## src/rtl/rwd_pkg.sv

```systemverilog
package rwd_pkg;

   // Default shape of the watchdog
   localparam int unsigned DFLT_CNT_W     = 16;
   localparam int unsigned DFLT_RLD_W     = 8;
   localparam int unsigned DFLT_BASE_DIV  = 24;
   localparam int unsigned DFLT_EXTRA_DIV = 16;
   localparam int unsigned DFLT_WIN       = 12;

   // Bits needed to hold values 0 .. n-1 (at least one bit)
   function automatic int unsigned bits_for(input int unsigned n);
      return (n <= 1) ? 1 : $clog2(n);
   endfunction

endpackage

```

## src/rtl/rwd_prescale.sv

```systemverilog
module rwd_prescale #(
   parameter int unsigned BASE_DIV  = rwd_pkg::DFLT_BASE_DIV,
   parameter int unsigned EXTRA_DIV = rwd_pkg::DFLT_EXTRA_DIV
) (
   input  logic clk,
   input  logic rst,
   input  logic run_i,
   input  logic clear_i,
   input  logic slow_i,
   output logic tick_o
);
   localparam int unsigned MAX_DIV = BASE_DIV * EXTRA_DIV;
   localparam int unsigned PW      = rwd_pkg::bits_for(MAX_DIV);
   localparam logic [PW-1:0] BASE_LAST = PW'(BASE_DIV - 1);
   localparam logic [PW-1:0] SLOW_LAST = PW'(MAX_DIV - 1);

   logic [PW-1:0] pre_q;
   logic [PW-1:0] last;

   generate
      if (EXTRA_DIV > 1) begin : g_two_rate
         assign last = slow_i ? SLOW_LAST : BASE_LAST;
      end else begin : g_one_rate
         assign last = BASE_LAST;
      end
   endgenerate

   // ">=" so that a rate change mid-count never strands the prescaler
   assign tick_o = run_i && (pre_q >= last);

   always_ff @(posedge clk) begin
      if (rst) begin
         pre_q <= '0;
      end else if (clear_i || tick_o) begin
         pre_q <= '0;
      end else if (run_i) begin
         pre_q <= pre_q + 1'b1;
      end
   end

endmodule

```

## src/rtl/rwd_window.sv

```systemverilog
module rwd_window #(
   parameter int unsigned WIN = rwd_pkg::DFLT_WIN,
   localparam int unsigned AW = rwd_pkg::bits_for(WIN)
) (
   input  logic          clk,
   input  logic          rst,
   input  logic          set_i,
   input  logic          consume_i,
   output logic          live_o,
   output logic [AW-1:0] age_o
);
   localparam logic [AW-1:0] AGE_LAST = AW'(WIN - 1);

   logic          live_q;
   logic [AW-1:0] age_q;

   always_ff @(posedge clk) begin
      if (rst) begin
         live_q <= 1'b0;
         age_q  <= '0;
      end else if (set_i) begin
         live_q <= 1'b1;
         age_q  <= '0;
      end else if (consume_i) begin
         live_q <= 1'b0;
         age_q  <= '0;
      end else if (live_q) begin
         if (age_q == AGE_LAST) begin
            live_q <= 1'b0;
            age_q  <= '0;
         end else begin
            age_q <= age_q + 1'b1;
         end
      end
   end

   assign live_o = live_q;
   assign age_o  = age_q;

endmodule

```

## src/rtl/rwd_counter.sv

```systemverilog
module rwd_counter #(
   parameter int unsigned CNT_W = rwd_pkg::DFLT_CNT_W,
   parameter int unsigned RLD_W = rwd_pkg::DFLT_RLD_W,
   parameter logic [CNT_W-1:0] EXPIRE_AT = 'h7CFF
) (
   input  logic             clk,
   input  logic             rst,
   input  logic             tick_i,
   input  logic             load_i,
   input  logic [RLD_W-2:0] seed_i,
   output logic [CNT_W-1:0] cnt_o,
   output logic             hit_o
);
   logic [CNT_W-1:0] cnt_q;
   logic [CNT_W-1:0] load_val;

   // Seed lands just below the top bit; top bit and low part are zero
   always_comb begin
      load_val = '0;
      load_val[CNT_W-2 -: (RLD_W-1)] = seed_i;
   end

   always_ff @(posedge clk) begin
      if (rst) begin
         cnt_q <= '0;
      end else if (load_i) begin
         cnt_q <= load_val;
      end else if (tick_i) begin
         cnt_q <= cnt_q + 1'b1;
      end
   end

   assign cnt_o = cnt_q;
   assign hit_o = (cnt_q == EXPIRE_AT);

endmodule

```

## src/rtl/refresh_watchdog.sv

```systemverilog
module refresh_watchdog #(
   parameter int unsigned CNT_W     = rwd_pkg::DFLT_CNT_W,
   parameter int unsigned RLD_W     = rwd_pkg::DFLT_RLD_W,
   parameter int unsigned BASE_DIV  = rwd_pkg::DFLT_BASE_DIV,
   parameter int unsigned EXTRA_DIV = rwd_pkg::DFLT_EXTRA_DIV,
   parameter int unsigned WIN       = rwd_pkg::DFLT_WIN,
   parameter logic [CNT_W-1:0] EXPIRE_AT = 'h7CFF
) (
   input  logic             clk,
   input  logic             rst,
   input  logic             autostart_i,
   input  logic             arm_wr_i,
   input  logic             confirm_wr_i,
   input  logic             reload_wr_i,
   input  logic [RLD_W-1:0] reload_i,
   output logic             req_o
);
   localparam int unsigned ARM_AW = rwd_pkg::bits_for(WIN);

   generate
      if (CNT_W <= RLD_W) begin : g_bad_width
         $error("refresh_watchdog: CNT_W must be wider than RLD_W");
      end
      if (RLD_W < 2) begin : g_bad_reload
         $error("refresh_watchdog: RLD_W must be at least 2");
      end
      if (BASE_DIV < 1 || EXTRA_DIV < 1) begin : g_bad_div
         $error("refresh_watchdog: divider factors must be at least 1");
      end
      if (WIN < 1) begin : g_bad_win
         $error("refresh_watchdog: WIN must be at least 1");
      end
   endgenerate

   logic [RLD_W-1:0]  reload_q;
   logic              run_q;
   logic              arm_live;
   logic [ARM_AW-1:0] arm_age;
   logic              refresh;
   logic              tick;
   logic [CNT_W-1:0]  cnt;
   logic              hit;

   // A confirm counts as a refresh only inside an open arm window
   assign refresh = confirm_wr_i && arm_live;

   always_ff @(posedge clk) begin
      if (rst) begin
         reload_q <= '0;
         run_q    <= autostart_i;
      end else begin
         if (reload_wr_i) reload_q <= reload_i;
         if (confirm_wr_i) run_q <= 1'b1;
      end
   end

   rwd_window #(.WIN(WIN)) u_arm (
      .clk       (clk),
      .rst       (rst),
      .set_i     (arm_wr_i),
      .consume_i (refresh),
      .live_o    (arm_live),
      .age_o     (arm_age)
   );

   rwd_prescale #(.BASE_DIV(BASE_DIV), .EXTRA_DIV(EXTRA_DIV)) u_pre (
      .clk     (clk),
      .rst     (rst),
      .run_i   (run_q),
      .clear_i (refresh),
      .slow_i  (reload_q[RLD_W-1]),
      .tick_o  (tick)
   );

   rwd_counter #(.CNT_W(CNT_W), .RLD_W(RLD_W), .EXPIRE_AT(EXPIRE_AT)) u_cnt (
      .clk    (clk),
      .rst    (rst),
      .tick_i (tick),
      .load_i (refresh),
      .seed_i (reload_q[RLD_W-2:0]),
      .cnt_o  (cnt),
      .hit_o  (hit)
   );

   assign req_o = hit;

endmodule


```

## config.mk

```make
export PLATFORM = sky130hd
export DESIGN_NAME = refresh_watchdog
export DESIGN_NICKNAME = d
export VERILOG_FILES = /design/src/rtl/rwd_pkg.sv /design/src/rtl/rwd_prescale.sv /design/src/rtl/rwd_window.sv /design/src/rtl/rwd_counter.sv /design/src/rtl/refresh_watchdog.sv
export SDC_FILE = /design/constraint.sdc
export NUM_CORES = 1
export LEC_CHECK = 0
export ABC_AREA = 0
export BUFFER_PORTS_ARGS = -buffer_cell sky130_fd_sc_hd__clkbuf_2
export CAP_MARGIN = 5
export CORE_MARGIN = 2
export CORE_UTILIZATION = 37
export CTS_CLUSTER_DIAMETER = 100
export DETAILED_ROUTE_END_ITERATION = 10
export PLACE_DENSITY = 0.63
export SYNTH_ARGS = -nofsm -noshare
export SYNTH_HDL_FRONTEND = slang
export SYNTH_SLANG_ARGS = --single-unit
```

## constraint.sdc

```tcl
create_clock -name clk -period 4.78 [get_ports clk]
set_clock_uncertainty 0.15 [all_clocks]
set_input_delay 0.956 -clock clk [delete_from_list [all_inputs] [get_ports clk]]
set_output_delay 0.956 -clock clk [all_outputs]
set_load 0.01 [all_outputs]
```

After elaboration in Yosys (flattened, before gate mapping)
Index checks and enable logic that the tools add are counted.
{"block": "totals", "regBits": 39, "in_bits": 14, "wordCells": 31}
{"block": "op_classes", "n_addsub": 3, "magnitude_cmp": 1, "eq_ne": 2, "n_mux": 10, "n_reduce_logical": 8}
{"op": "15-bit 2-to-1 mux", "n": 2}
{"op": "16-bit by 1-bit adder with 16-bit output, second input constant", "n": 1}
{"op": "16-bit by 15-bit equality test with 1-bit output, second input constant", "n": 1}
{"op": "9-bit by 1-bit adder with 9-bit output, second input constant", "n": 1}
{"op": "9-bit greater-or-equal comparator", "n": 1}
{"op": "9-bit 2-to-1 mux", "n": 1}
{"op": "1-bit 2-to-1 mux", "n": 6}
{"op": "4-bit by 1-bit adder with 4-bit output, second input constant", "n": 1}
{"op": "4-bit equality test, second input constant", "n": 1}
{"op": "4-bit 2-to-1 mux", "n": 1}
{"op": "2-bit nonzero test", "n": 2}
{"op": "2-bit OR reduction", "n": 2}
{"op": "3-bit OR reduction", "n": 1}
{"op": "1-bit logical AND", "n": 2}
{"op": "1-bit logical OR", "n": 1}

Logic depth before layout (Yosys ltp)
Gate-level depths: netlist of run 1.
{"block": "logic_depth", "word_depth": 5, "ltp_mapped": 8, "depth_no_buf": 7}

By module
From an unflattened synthesis of run 1, not the netlist that was laid out.
{"block": "unflattened", "hier_cells": 212, "area_unflattened_um2": 1959.4}
{"module": "rwd_counter", "instances": 1, "cells_per_inst": 100, "area_per_inst_um2": 822.0, "seq_area_each_um2": 320.3}
{"module": "rwd_prescale", "instances": 1, "cells_per_inst": 56, "area_per_inst_um2": 566.8, "seq_area_each_um2": 180.2}
{"module": "refresh_watchdog", "instances": 1, "cells_per_inst": 30, "area_per_inst_um2": 335.3, "seq_area_each_um2": 190.2}
{"module": "rwd_window", "instances": 1, "cells_per_inst": 26, "area_per_inst_um2": 235.2, "seq_area_each_um2": 100.1}

Least setup slack after synthesis of run 1
Ideal clock, no wire load.
{"block": "synth_timing", "path_kind": "flip-flop to output port", "startpoint": "register u_cnt.cnt_q[3], in the netlist u_cnt.cnt_o[3]", "endpoint": "output port req_o", "arrival_ps": 1148, "setup_slack_ps": 2526, "path_stages_with_launch": 4, "path_buffers": 0, "cell_sequence": "dfxtp_1 and4_1 nand2_1 nor4_1"}
{"block": "synth_between", "elab_chain_len": 1}
{"item": "from (decl)", "line_no": "rwd_counter.sv:14", "source": "logic [CNT_W-1:0] cnt_q;"}
{"item": "from (signal assigned)", "line_no": "rwd_counter.sv:27", "source": "cnt_q <= load_val;"}
{"item": "from (signal assigned)", "line_no": "rwd_counter.sv:29", "source": "cnt_q <= cnt_q + 1'b1;"}
{"item": "16-bit by 15-bit equality test with 1-bit output", "line_no": "rwd_counter.sv:34", "source": "assign hit_o = (cnt_q == EXPIRE_AT);"}
{"item": "to (decl)", "line_no": "refresh_watchdog.sv:16", "source": "output logic req_o"}
Every way passes these cells.

Final worst setup path of run 1
Same ends and word-level chain as after synthesis.

==> summary by stage, run 1 <==
Status
The flow ran to the end, and the final reports show no timing, DRC or antenna violations.

Floorplanning
The die covers 5644 sq um. The initial cell density of the core is 39.11%. The die width is between 70 and 80 um. The core footprint is about 4800 sq um. The overall die height is about 75 um. 15 I/O pins were placed. The total number of placement rows is 25.

Power and ir drop
The maximum VDD drop is approximately 0.20 mV. The leakage power summed over all cells is 0.0007881 uW. Power spread over the standard cell area amounts to 303.2 nW/um^2.

Route
For this block, the routed nets add up to 3.641 mm of wire. The vias per cell is between 5 and 6. The post-route antenna net violation count is 0. The per-cell routed wire length is 12.22 um. The first detailed-routing pass took 4 iterations. For this block, the initial DRC count from the detailed router was 68. The via count is 1,595. For this run, design rule violations remaining after detail routing come to 0.

Timing
Timing would allow up to 369.6 MHz. The worst slew margin relative to its limit is 59.81%. At the pin with the least slew margin, the transition time is 0.5988 ns. The final-report max-slew violation count was 0. Setup total negative slack on the finished layout was measured at 0 ns.

The final critical delay including setup and external delays is around 2.7 ns. Setup repair after global routing left no endpoint under its margin. The hold violation count in the final report is 0. The worst path meets setup with approximately 2.1 ns of slack. The fraction of the cycle the final worst path needs is a little under three fifths. The final number of setup-violating endpoints is 0.

Clock network
The library cell used as clock root buffer is sky130_fd_sc_hd__clkbuf_8. For the worst-skew pair, the clock arrives at the later sink with an insertion delay of just under 0.3 ns. In this run the deepest clock path goes through 2 buffers. The number of buffers created by CTS is 5. The count of buffers added by post-CTS timing repair for setup is 0. After clock tree synthesis, the clock-pin slew on the worst setup and hold paths is 0.07 ns. Counting every sink on the clock net gives 39. The number of gates resized after CTS is 0.

TritonCTS built the clock tree. The number of levels in the clock H-tree is 2. Hold repair after CTS inserted 0 buffers.

Finish
The area added between synthesis and finish is 12.03%. The multi-input combinational cells in the finished layout cover a total of 1037 sq um. The share of post-route cells with drive strength above 1 is 10.39%. The library cells used most frequently in the layout, excluding fill and tap cells, are 38 x sky130_fd_sc_hd__dfxtp_1, 37 x sky130_fd_sc_hd__nor2_1, 18 x sky130_fd_sc_hd__nand2_1, 14 x sky130_fd_sc_hd__clkbuf_2, 10 x sky130_fd_sc_hd__mux2i_1. The antenna diode instance count is 0. The library cell used most frequently in the layout, excluding fill and tap cells, is sky130_fd_sc_hd__dfxtp_1. After filler insertion, the fill cell instance count of the layout stands at 512. Summing all flip-flop and latch instances after layout gives 790.8 sq um. Once layout is complete, the utilization of the core stands at roughly 44%. The count of nets after finishing is 251.

Synthesis
The count of synthesis-stage warnings from yosys is 0. The average footprint of a synthesized cell is about 8.6 sq um. The synthesized instance count is 217. Counting flops with a built-in enable in the synthesized netlist gives 1. The net count of the mapped netlist is 238. In the synthesized netlist the dominant register cell turns out to be sky130_fd_sc_hd__dfxtp_1. Counting flops with an async set or reset pin after synthesis yields a share of 0%.

The count of different cell masters after synthesis is 40. The post-synthesis sequential element count is 39. Of the synthesized area, sequential elements account for 42.25%.

The mapped cell area is 1872 sq um.

Run
Across the run, the number of max-cap violations was 0.

GRT
For this run the aggregate overflow at the end of global routing stands at 0. The via count of the first global-routing pass came to 1,412. Across every metal layer, demand over resource in global routing totals 14.76%. The initial antenna violation count was 0. The first-pass GRT wire length is 6.320 mm.

Entering global routing, the biggest net connects 21 pins.

Worst setup path
The timing startpoint of the critical path is u_cnt.cnt_o[3]. The launching element type of the critical path is a register. The worst register-to-register path has a setup slack of between 2 and 2.5 ns. Of all nets on the critical path, the largest fanout is 6.

The capture point of the worst path is req_o. For the worst flop-to-flop path, the logic depth is 6. The arrival time reported for the critical path endpoint is between 1.5 and 2 ns.

The kind of capture point of the worst setup path is an output pin. The startpoint identified for the worst register-to-register timing path is reload_q[7]. The critical path in this run is classified as register to output pin. For the worst setup path, the data required time is approximately 3.7 ns.

The critical register-to-register path endpoint is u_cnt.cnt_o[10].

Placed design
The congestion estimate from routability-driven global placement came to 0.8001. During placement, the flow inserted port buffers numbering 14. The wire-length estimate of the detail-placed layout is roughly 2.6 mm. The pre-CTS worst setup slack is approximately 2.4 ns.

Worst hold path
The type of the most critical hold path is register to register.
[cells by family (layout without fill, tap and decap cells)]
logic type	Yosys count	in the layout	synth area share [%]
DFF	39	39	42.25
buffers and inverters	11	25	2.340
AOI/OAI and AO/OA	40	40	14.30
and+or+nand+nor	101	101	26.74
xor gates and xnor gates	8	8	3.743
adders and majority gates	7	7	4.679
muxes	11	11	5.949
[routing by layer]
metal	vias to the layer above	GRT usage, %	share of wire (%)
li1	830	-	-
met1	732	19.18	50
met2	26	22.90	44
met3	7	4.016	4.4
met4	0	6.548	2.0
met5	-	0	0
[power by group]
group	internal, uW	switching (uW)
sequential	338	13.5
clock	132	111
combinational	19.3	22.7
[worst max-delay path, stage by stage, from the launching register on]
cell and delay (ns):
sky130_fd_sc_hd__dfxtp_1 0.40, sky130_fd_sc_hd__and4_1 0.27, sky130_fd_sc_hd__nand2_1 0.13, sky130_fd_sc_hd__nor4_1 0.32, sky130_fd_sc_hd__clkbuf_2 0.19
[stage by stage]
step                instance area, sq um  power [uW]  hold slack (ns)  std cells
global route                        2097       666.8           0.3501        298
detailed placement                  1997       401.1           0.3203        290
CTS                                 2097       646.5           0.3341        298
global placement                    1997       400.2           0.3185        290
floorplan                           1872       386.5           0.2962        217
finish                              2097       635.7           0.3291        298
[layout make-up]
class,instances,area share (%)
Sequential cell,39,37.71
Multi-Input combinational cell,167,49.46
Clock buffer,8,4.773
Inverter,2,0.3580
Tap cell,67,3.998
Timing Repair Buffer,15,3.699
[worst min path at each step]
| stage | slack (ns) | startpoint | endpoint | depth (start not counted) |
|---|---|---|---|---|
| global route | 0.35 | u_cnt.cnt_o[6] | u_cnt.cnt_o[6] | 2 |
| global placement | 0.32 | u_cnt.cnt_o[15] | u_cnt.cnt_o[15] | 2 |
| detailed placement | 0.32 | u_cnt.cnt_o[6] | u_cnt.cnt_o[6] | 2 |
| finish | 0.33 | u_cnt.cnt_o[6] | u_cnt.cnt_o[6] | 2 |
| floorplan | 0.30 | u_cnt.cnt_o[15] | u_cnt.cnt_o[15] | 2 |
| CTS | 0.33 | u_cnt.cnt_o[6] | u_cnt.cnt_o[6] | 2 |
[synthesized netlist by cell type, drive strengths merged (2+ instances only)]
| master | number | area share (%) |
|---|---|---|
| dfxtp | 38 | 41 |
| nor2 | 37 | 7.4 |
| nand2 | 18 | 3.6 |
| mux2i | 10 | 5.3 |
| a21oi | 9 | 2.4 |
| nand4 | 8 | 2.7 |
| o21ai | 8 | 2.1 |
| ha | 7 | 4.7 |
| nand3 | 7 | 1.9 |
| nor3 | 7 | 1.9 |
| o31ai | 6 | 2.4 |
| and4 | 5 | 2.3 |
| clkbuf | 5 | 1.0 |
| or4 | 5 | 2.0 |
| xor2 | 5 | 2.3 |
| buf | 4 | 0.94 |
| a211oi | 3 | 1.2 |
| a311oi | 3 | 1.4 |
| a31oi | 3 | 1.0 |
| nand2b | 3 | 1.0 |
| nor4 | 3 | 1.0 |
| or3 | 3 | 1.0 |
| xnor2 | 3 | 1.4 |
| a41o | 2 | 1.1 |
| inv | 2 | 0.40 |
[registers in the layout (all words and copies together), names as in the netlist]
| register | flops |
|---|---|
| u_arm.live_o | 1 |
| run_q | 1 |
| u_pre.pre_q | 9 |
| u_arm.age_o | 4 |
| u_cnt.cnt_o | 16 |
| reload_q | 8 |
(Power assumes the default switching activity.)
==> inputs of run 2 (changes only) <==
==> constraint.sdc (replaced) <==
create_clock -name clk -period 2.7 [get_ports clk]
set_clock_uncertainty 0.15 [all_clocks]
set_input_delay 0.54 -clock clk [delete_from_list [all_inputs] [get_ports clk]]
set_output_delay 0.54 -clock clk [all_outputs]
set_load 0.01 [all_outputs]
==> run 2 against run 1 <==
  * Power is 68% higher
  * Wire length hardly changed
  * Register-to-register slack worse by 2.0 ns
  * Worst hold slack better by 0.00095 ns
  * Largest cell class unchanged
==> summary by stage, run 2 (synthesis gave the netlist of run 1 again) <==
Status
The run finished with clean final reports.

Worst setup path
The peak per-stage delay on the critical path is about 0.53 ns. The critical setup path kind is register to register. Counting both buffers and inverters, the worst setup path holds a total of 1. For this design, the slowest cell found on the critical path is sky130_fd_sc_hd__o31a_1. The arrival time reported for the critical path endpoint is roughly 2.5 ns.

The required time reported for the critical path endpoint is 2.76 ns. The setup check on the worst reg-to-reg path leaves a slack of 0.31 ns. The kind of cell adding the most delay to the critical path is compound AO/OA/AOI/OAI gates. STA classifies the critical path endpoint as a register. The worst setup path is launched from a register. The largest driver fanout on the critical path is 19. The critical path goes through inv_1 -> ha_1 -> a211o_1 -> a21oi_1 -> o31a_1 -> o21ai_1 -> nor2_1.

GRT
The layer flagged by global routing as most heavily used is met2. The global routing met3 resource utilization is around 3.2%. The via count of the first global-routing pass was approximately 1.4k. For this run the aggregate overflow at the end of global routing stands at 0.

The first global-routing pass estimated approximately 6.2 mm of wire. Global routing consumed, over all layers together, between 10% and 20% of the routing resources. The initial antenna violation count is 0. For met2 alone, demand over resource in global routing was 22.12%. Entering global routing, the biggest net connects 21 pins. Global routing consumed, on the met1 layer, 18.77% of the routing resources.

Worst hold path
The worst hold path belongs to the class register to register.

Placed design
Port buffering added 14 buffers. The post-detailed-placement half-perimeter wirelength is 2.606 mm. At the end of routability-driven placement, the weighted congestion stood at 0.7703. Once placement finished, the instance area stood at 2004 sq um.

Floorplanning
The total area inside the core boundary comes to 4786 sq um. The I/O pin count is 15. Once the floorplan was initialized, standard cells occupied 39.11% of the core.

The initialized floorplan defines 25 standard-cell rows. The die covers 5644 sq um. The overall die height is 75.13 um.

Measured along the x axis, the die boundary spans 75.13 um.

Timing
The hold violation count in the final report came to 0. The final-report max-slew violation count is 0. Setup repair after global routing left no endpoint under its margin. The slew at the pin with the worst max-slew slack is 0.5907 ns. Setup violations remaining at the end of the flow were counted as 0.

The fraction of the cycle the final worst path needs is about nine tenths. The smallest clock period supported by the final layout is computed as 2.387 ns. The sum of negative setup slack is 0 ns. The worst slew margin relative to its limit is 60.36%.

The maximum operating frequency is 418.9 MHz.

Finish
In the final layout, the share of cells above drive strength 1 is 10.34%. The utilization after layout is a little over two fifths. 0 antenna diodes ended up in the layout. The leading cell type in the layout, fill and taps excluded is sky130_fd_sc_hd__dfxtp_1. Once layout is done, the placed cells without fillers occupy 2086 sq um. At the end of the flow, the number of nets in the layout was 252. The library cells used most frequently in the layout, excluding fill and tap cells, are 38 x sky130_fd_sc_hd__dfxtp_1, 37 x sky130_fd_sc_hd__nor2_1, 18 x sky130_fd_sc_hd__nand2_1, 14 x sky130_fd_sc_hd__clkbuf_2, 10 x sky130_fd_sc_hd__mux2i_1. The register with the most flip-flops in the layout has 16 of them. From synthesis to final layout, the design area changed by 11.43%.

Power and ir drop
The leakage power summed over all cells is 0.0007832 uW. The internal portion of the total power is roughly 810 uW. The total power density per cell area is 512.5 nW/um^2.

The combinational share of power is 7.1%. The switching component of the power is 254.8 uW. The worst-case IR drop observed on VDD is 0.3510 mV. Net switching is a little under a quarter of the power.

The part of the total power dissipated in the clock network is 34.8%. In this run, flip-flops and latches consume 58.1% of the power.

Clock network
The clock passes through at most 2 buffers. The post-cts hold buffer count is 0. The number of buffers created by CTS is 5. The library cell used as clock root buffer is sky130_fd_sc_hd__clkbuf_8.

The clock-pin slew on the worst setup and hold paths is 0.07 ns. The number of clock sinks is 39. The number of levels in the clock H-tree is 2.

The source-to-sink clock delay at the later pin of the worst-skew pair is 0.29 ns. The count of buffers added by post-CTS timing repair for setup is 0. TritonCTS built the clock tree. The number of gates resized after CTS is 0.

Route
After detailed routing, the number of remaining DRC violations is 0. The vias per cell is 5.308. The per-cell routed wire length is 12.17 um. For this block, the via count after detailed routing is 1,587.

The post-route antenna net violation count is 0. The detailed-routing iteration count for the pre-antenna-repair pass is 4. The first-iteration detailed-routing DRC count is slightly below 100. The final wirelength is 3.638 mm.

Run
Across the run, the number of max-cap violations was 0.
run 2: cell count changes in the layout (fill, tap and decap cells not counted), sizes merged:
cell | previous run | this run
buf | 1 | 2
clkbuf | 22 | 21
clkinv | 0 | 1
run 2: power by group through the flow:
stage | Clock [uW] | Combinational, uW | Sequential, uW
final | 373 | 75.5 | 621
after global routing | 414 | 88.1 | 624
after CTS | 392 | 77.5 | 621
after detailed placement | 0 | 76.9 | 634
after global placement | 0 | 75.8 | 634
after floorplan | 0 | 59.5 | 625
run 2: metal layers:
layer  part of all wire, %  vias to the layer above
met3                   3.0                        7
met5                     0                        -
met4                   1.5                        0
met2                    45                       18
met1                    50                      732
li1                      -                      830
run 2: path summary, 6_finish.rpt:
kind / start / end / cells after the start
worst min register to register: u_cnt.cnt_o[15] / u_cnt.cnt_o[15] / 2
worst min-delay path: u_cnt.cnt_o[15] / u_cnt.cnt_o[15] / 2
worst max-delay path: reload_q[7] / u_pre.pre_q[6] / 7
worst max register to register: reload_q[7] / u_pre.pre_q[6] / 7
run 2: worst reg2reg max path: cells and delay by family, from the launching register on:
kind,cells,cell delay (ns)
buf+inv,1,0.08
flops,1,0.33
compound gates,4,1.30
simple gates,1,0.18
fa+ha+maj,1,0.30
run 2: cell type report:
cell class / instances / area, sq um
Multi-Input combinational cell: 167 / 1037
Clock inverter: 1 / 5.005
Tap cell: 67 / 83.83
Timing Repair Buffer: 16 / 85.08
Fill cell: 506 / 2700
Sequential cell: 39 / 790.8
Clock buffer: 7 / 76.32
Inverter: 2 / 7.507
run 2: stage by stage:
step | total power (uW) | hold slack [ns] | setup WS (ns) | std cells
final | 1069 | 0.3300 | 0.3128 | 299
after global routing | 1126 | 0.3323 | 0.05633 | 299
after CTS | 1090 | 0.3303 | 0.2719 | 299
after detailed placement | 711.2 | 0.3184 | 0.2823 | 291
after global placement | 709.6 | 0.3103 | 0.3492 | 291
after floorplan | 684.3 | 0.2962 | 0.6155 | 217
==> inputs of run 3 (changes only) <==
--- a/config.mk
+++ b/config.mk
@@ -9,10 +9,10 @@
 export BUFFER_PORTS_ARGS = -buffer_cell sky130_fd_sc_hd__clkbuf_2
 export CAP_MARGIN = 5
 export CORE_MARGIN = 2
-export CORE_UTILIZATION = 37
+export CORE_UTILIZATION = 58
 export CTS_CLUSTER_DIAMETER = 100
 export DETAILED_ROUTE_END_ITERATION = 10
-export PLACE_DENSITY = 0.63
+export PLACE_DENSITY = 0.87
 export SYNTH_ARGS = -nofsm -noshare
 export SYNTH_HDL_FRONTEND = slang
 export SYNTH_SLANG_ARGS = --single-unit
==> run 3 against run 2 <==
  * Non-clock buffer count rose by 1
  * Via count rose by 0.69%
  * Sequential share of layout area rose by 0.62 points
  * Combinational power increased by 0.7%
  * Cell count down 7.4%
  * Count of clock-buffer cells in the layout up 1
  * Critical endpoint is now req_o
  * Largest cell class unchanged
==> summary by stage, run 3 (synthesis gave the netlist of run 1 again) <==
Status
The flow ran to the end, and the final reports show no timing, DRC or antenna violations.

Clock network
The post-cts hold buffer count is 0. The number of buffers on the longest clock path is 2. The clock tree from TritonCTS is built. The clock tree synthesis step divided the H-tree into 2 levels. The clock-pin slew on the worst setup and hold paths is 0.11 ns. The library cell used as clock root buffer is sky130_fd_sc_hd__clkbuf_4. Clock latency on the worst-skew pair, taken at its later pin, is 0.36 ns.

Buffers added to address setup during post-CTS repair amount to 0. The clock net in this run drives a total of 39 sinks. Counting the buffers created by CTS gives 5. The number of gates resized after CTS is 0.

Finish
Leaving out fill and tap cells, the most frequent cell in the layout is sky130_fd_sc_hd__dfxtp_1. Leaving out fill and tap cells, the most frequent cells in the layout are 38 x sky130_fd_sc_hd__dfxtp_1, 37 x sky130_fd_sc_hd__nor2_1, 18 x sky130_fd_sc_hd__nand2_1, 14 x sky130_fd_sc_hd__clkbuf_2, 10 x sky130_fd_sc_hd__mux2i_1. The repair_antennas step left the layout with diodes totalling 0. The filler cell count is 278.

Compared with the post-synthesis result, the final layout area differs by 9.626%. The register with the most flip-flops in the layout has 16 of them. The post-route non-filler standard cell count is 277. Cells with a size suffix above 1 make up between 10 and 15% of the layout. At the end of the flow the core is filled with cells to 67.21%. At the end of the flow, the number of nets in the layout was 253.

Worst setup path
The largest driver fanout on the critical path is 6. At the worst endpoint, the required time is ~2.0 ns. The worst setup path is captured at an output pin. STA classifies the critical path startpoint as a register. Data arrives at the worst endpoint at around 1.7 ns. The setup path with the least slack is of type register to output pin.

Floorplanning
In this run the standard cell core region covers 3053 sq um. The die width is just over 60 um. The initial utilization of the core area, before any placement, comes to 61.31%. The overall die height is roughly 61 um.

For this design the top-level I/O count stands at 15. The floorplan step defined a die boundary enclosing 3698 sq um. The total number of placement rows is 20.

Power and ir drop
Across the VDD grid, the largest voltage drop is roughly 0.32 mV. The leakage power summed over all cells is around 0.00078 uW. The total power density per cell area is about 500 nW/um^2. After layout, the design draws a total of about 1000 uW.

GRT
The largest net degree at the start of global routing is 21. The final global-route overflow total is 0. The global routing met3 resource utilization is 5.117%.

The first-pass GRT wire length is 5.733 mm. Global routing used a little over a fifth of the available tracks. met2 is the most crowded layer.

The via count of the first global-routing pass was 1,380. The initial antenna violation count is 0. For met2 alone, demand over resource in global routing was 34.56%. The met1 track utilization from global routing is about a quarter.

Run
Max-cap violations in this run came to 0.

Timing
The final-report max-slew violation count was 0. The final number of setup-violating endpoints is 0. Setup repair after global routing left no endpoint under its margin. For this run, the top clock speed supported by timing is between 400 and 500 MHz.

Measured against its own limit, the worst slew margin works out to 61.31%. The hold violation count in the final report is 0. The final critical delay including setup and external delays is 2.404 ns.

The sum of negative setup slack is 0 ns. The fraction of the cycle the final worst path needs is roughly nine tenths. For the pin with the worst max-slew slack, the measured transition is between 0.5 and 0.6 ns.

Route
The pre-antenna-repair detailed-routing pass consisted of 4 iterations. After detailed routing, the number of remaining DRC violations is 0. Detailed routing inserted a total of approximately 1.6k vias.

The vias per cell is about 5.8. The per-cell routed wire length is roughly 13 um. The first-iteration detailed-routing DRC count is 81. Once detail routing completed, the nets flagged for antenna violations numbered 0.

The final wirelength is 3.495 mm.

Worst hold path
The type of the most critical hold path is primary input to register.

Placed design
Once placement completed, the tool counted placed cells totaling 269. At the end of routability-driven placement, the weighted congestion stood at 0.8098. The post-detailed-placement half-perimeter wirelength is approximately 2.5 mm. During placement, the flow inserted port buffers numbering 14.
-- run 3: worst paths after layout --
path	from	endpoint	slack (ns)	depth (start not counted)
setup reg to reg	reload_q[7]	u_cnt.cnt_o[8]	0.32	6
hold / removal	reload_i[2]	reload_q[2]	0.26	3
setup / recovery	u_cnt.cnt_o[3]	req_o	0.30	4
hold reg to reg	u_cnt.cnt_o[6]	u_cnt.cnt_o[6]	0.34	2
-- run 3: power by group --
part           total (uW)  internal [uW]  switching, uW
combinational        76.0           34.9           41.2
clock                 338            153            184
sequential            620            598           22.1
total                1030            786            248
-- run 3: layout make-up --
class,instances,area (sq um),share of cell area (%)
clock buffer,8,68.82,3.354
inverter,2,7.507,0.3659
multi-input combinational,167,1037,50.55
sequential,39,790.8,38.54
tap,44,55.05,2.683
timing repair buffer,17,92.59,4.512
-- run 3: critical path, stage by stage (launching register included) --
cell and delay, ns:
sky130_fd_sc_hd__dfxtp_1 0.41, sky130_fd_sc_hd__and4_1 0.27, sky130_fd_sc_hd__nand2_1 0.13, sky130_fd_sc_hd__nor4_1 0.35, sky130_fd_sc_hd__clkbuf_2 0.20
-- run 3: routing by layer --
metal  share of wire [%]  vias up
li1                    -      840
met1                  48      721
met2                  46       30
met3                 4.3        7
met4                 1.8        0
met5                   0        -
-- run 3: through the flow --
| stage | hold WS [ns] | worst slack [ns] | area [sq um] |
|---|---|---|---|
| 6_report | 0.2567 | 0.2965 | 2052 |
| 5_1_grt | 0.2591 | 0.08691 | 2052 |
| 4_1_cts | 0.2539 | 0.2959 | 2052 |
| 3_5_place_dp | 0.3181 | 0.3121 | 1983 |
| 3_3_place_gp | 0.3121 | 0.4031 | 1983 |
| 2_1_floorplan | 0.2962 | 0.6155 | 1872 |
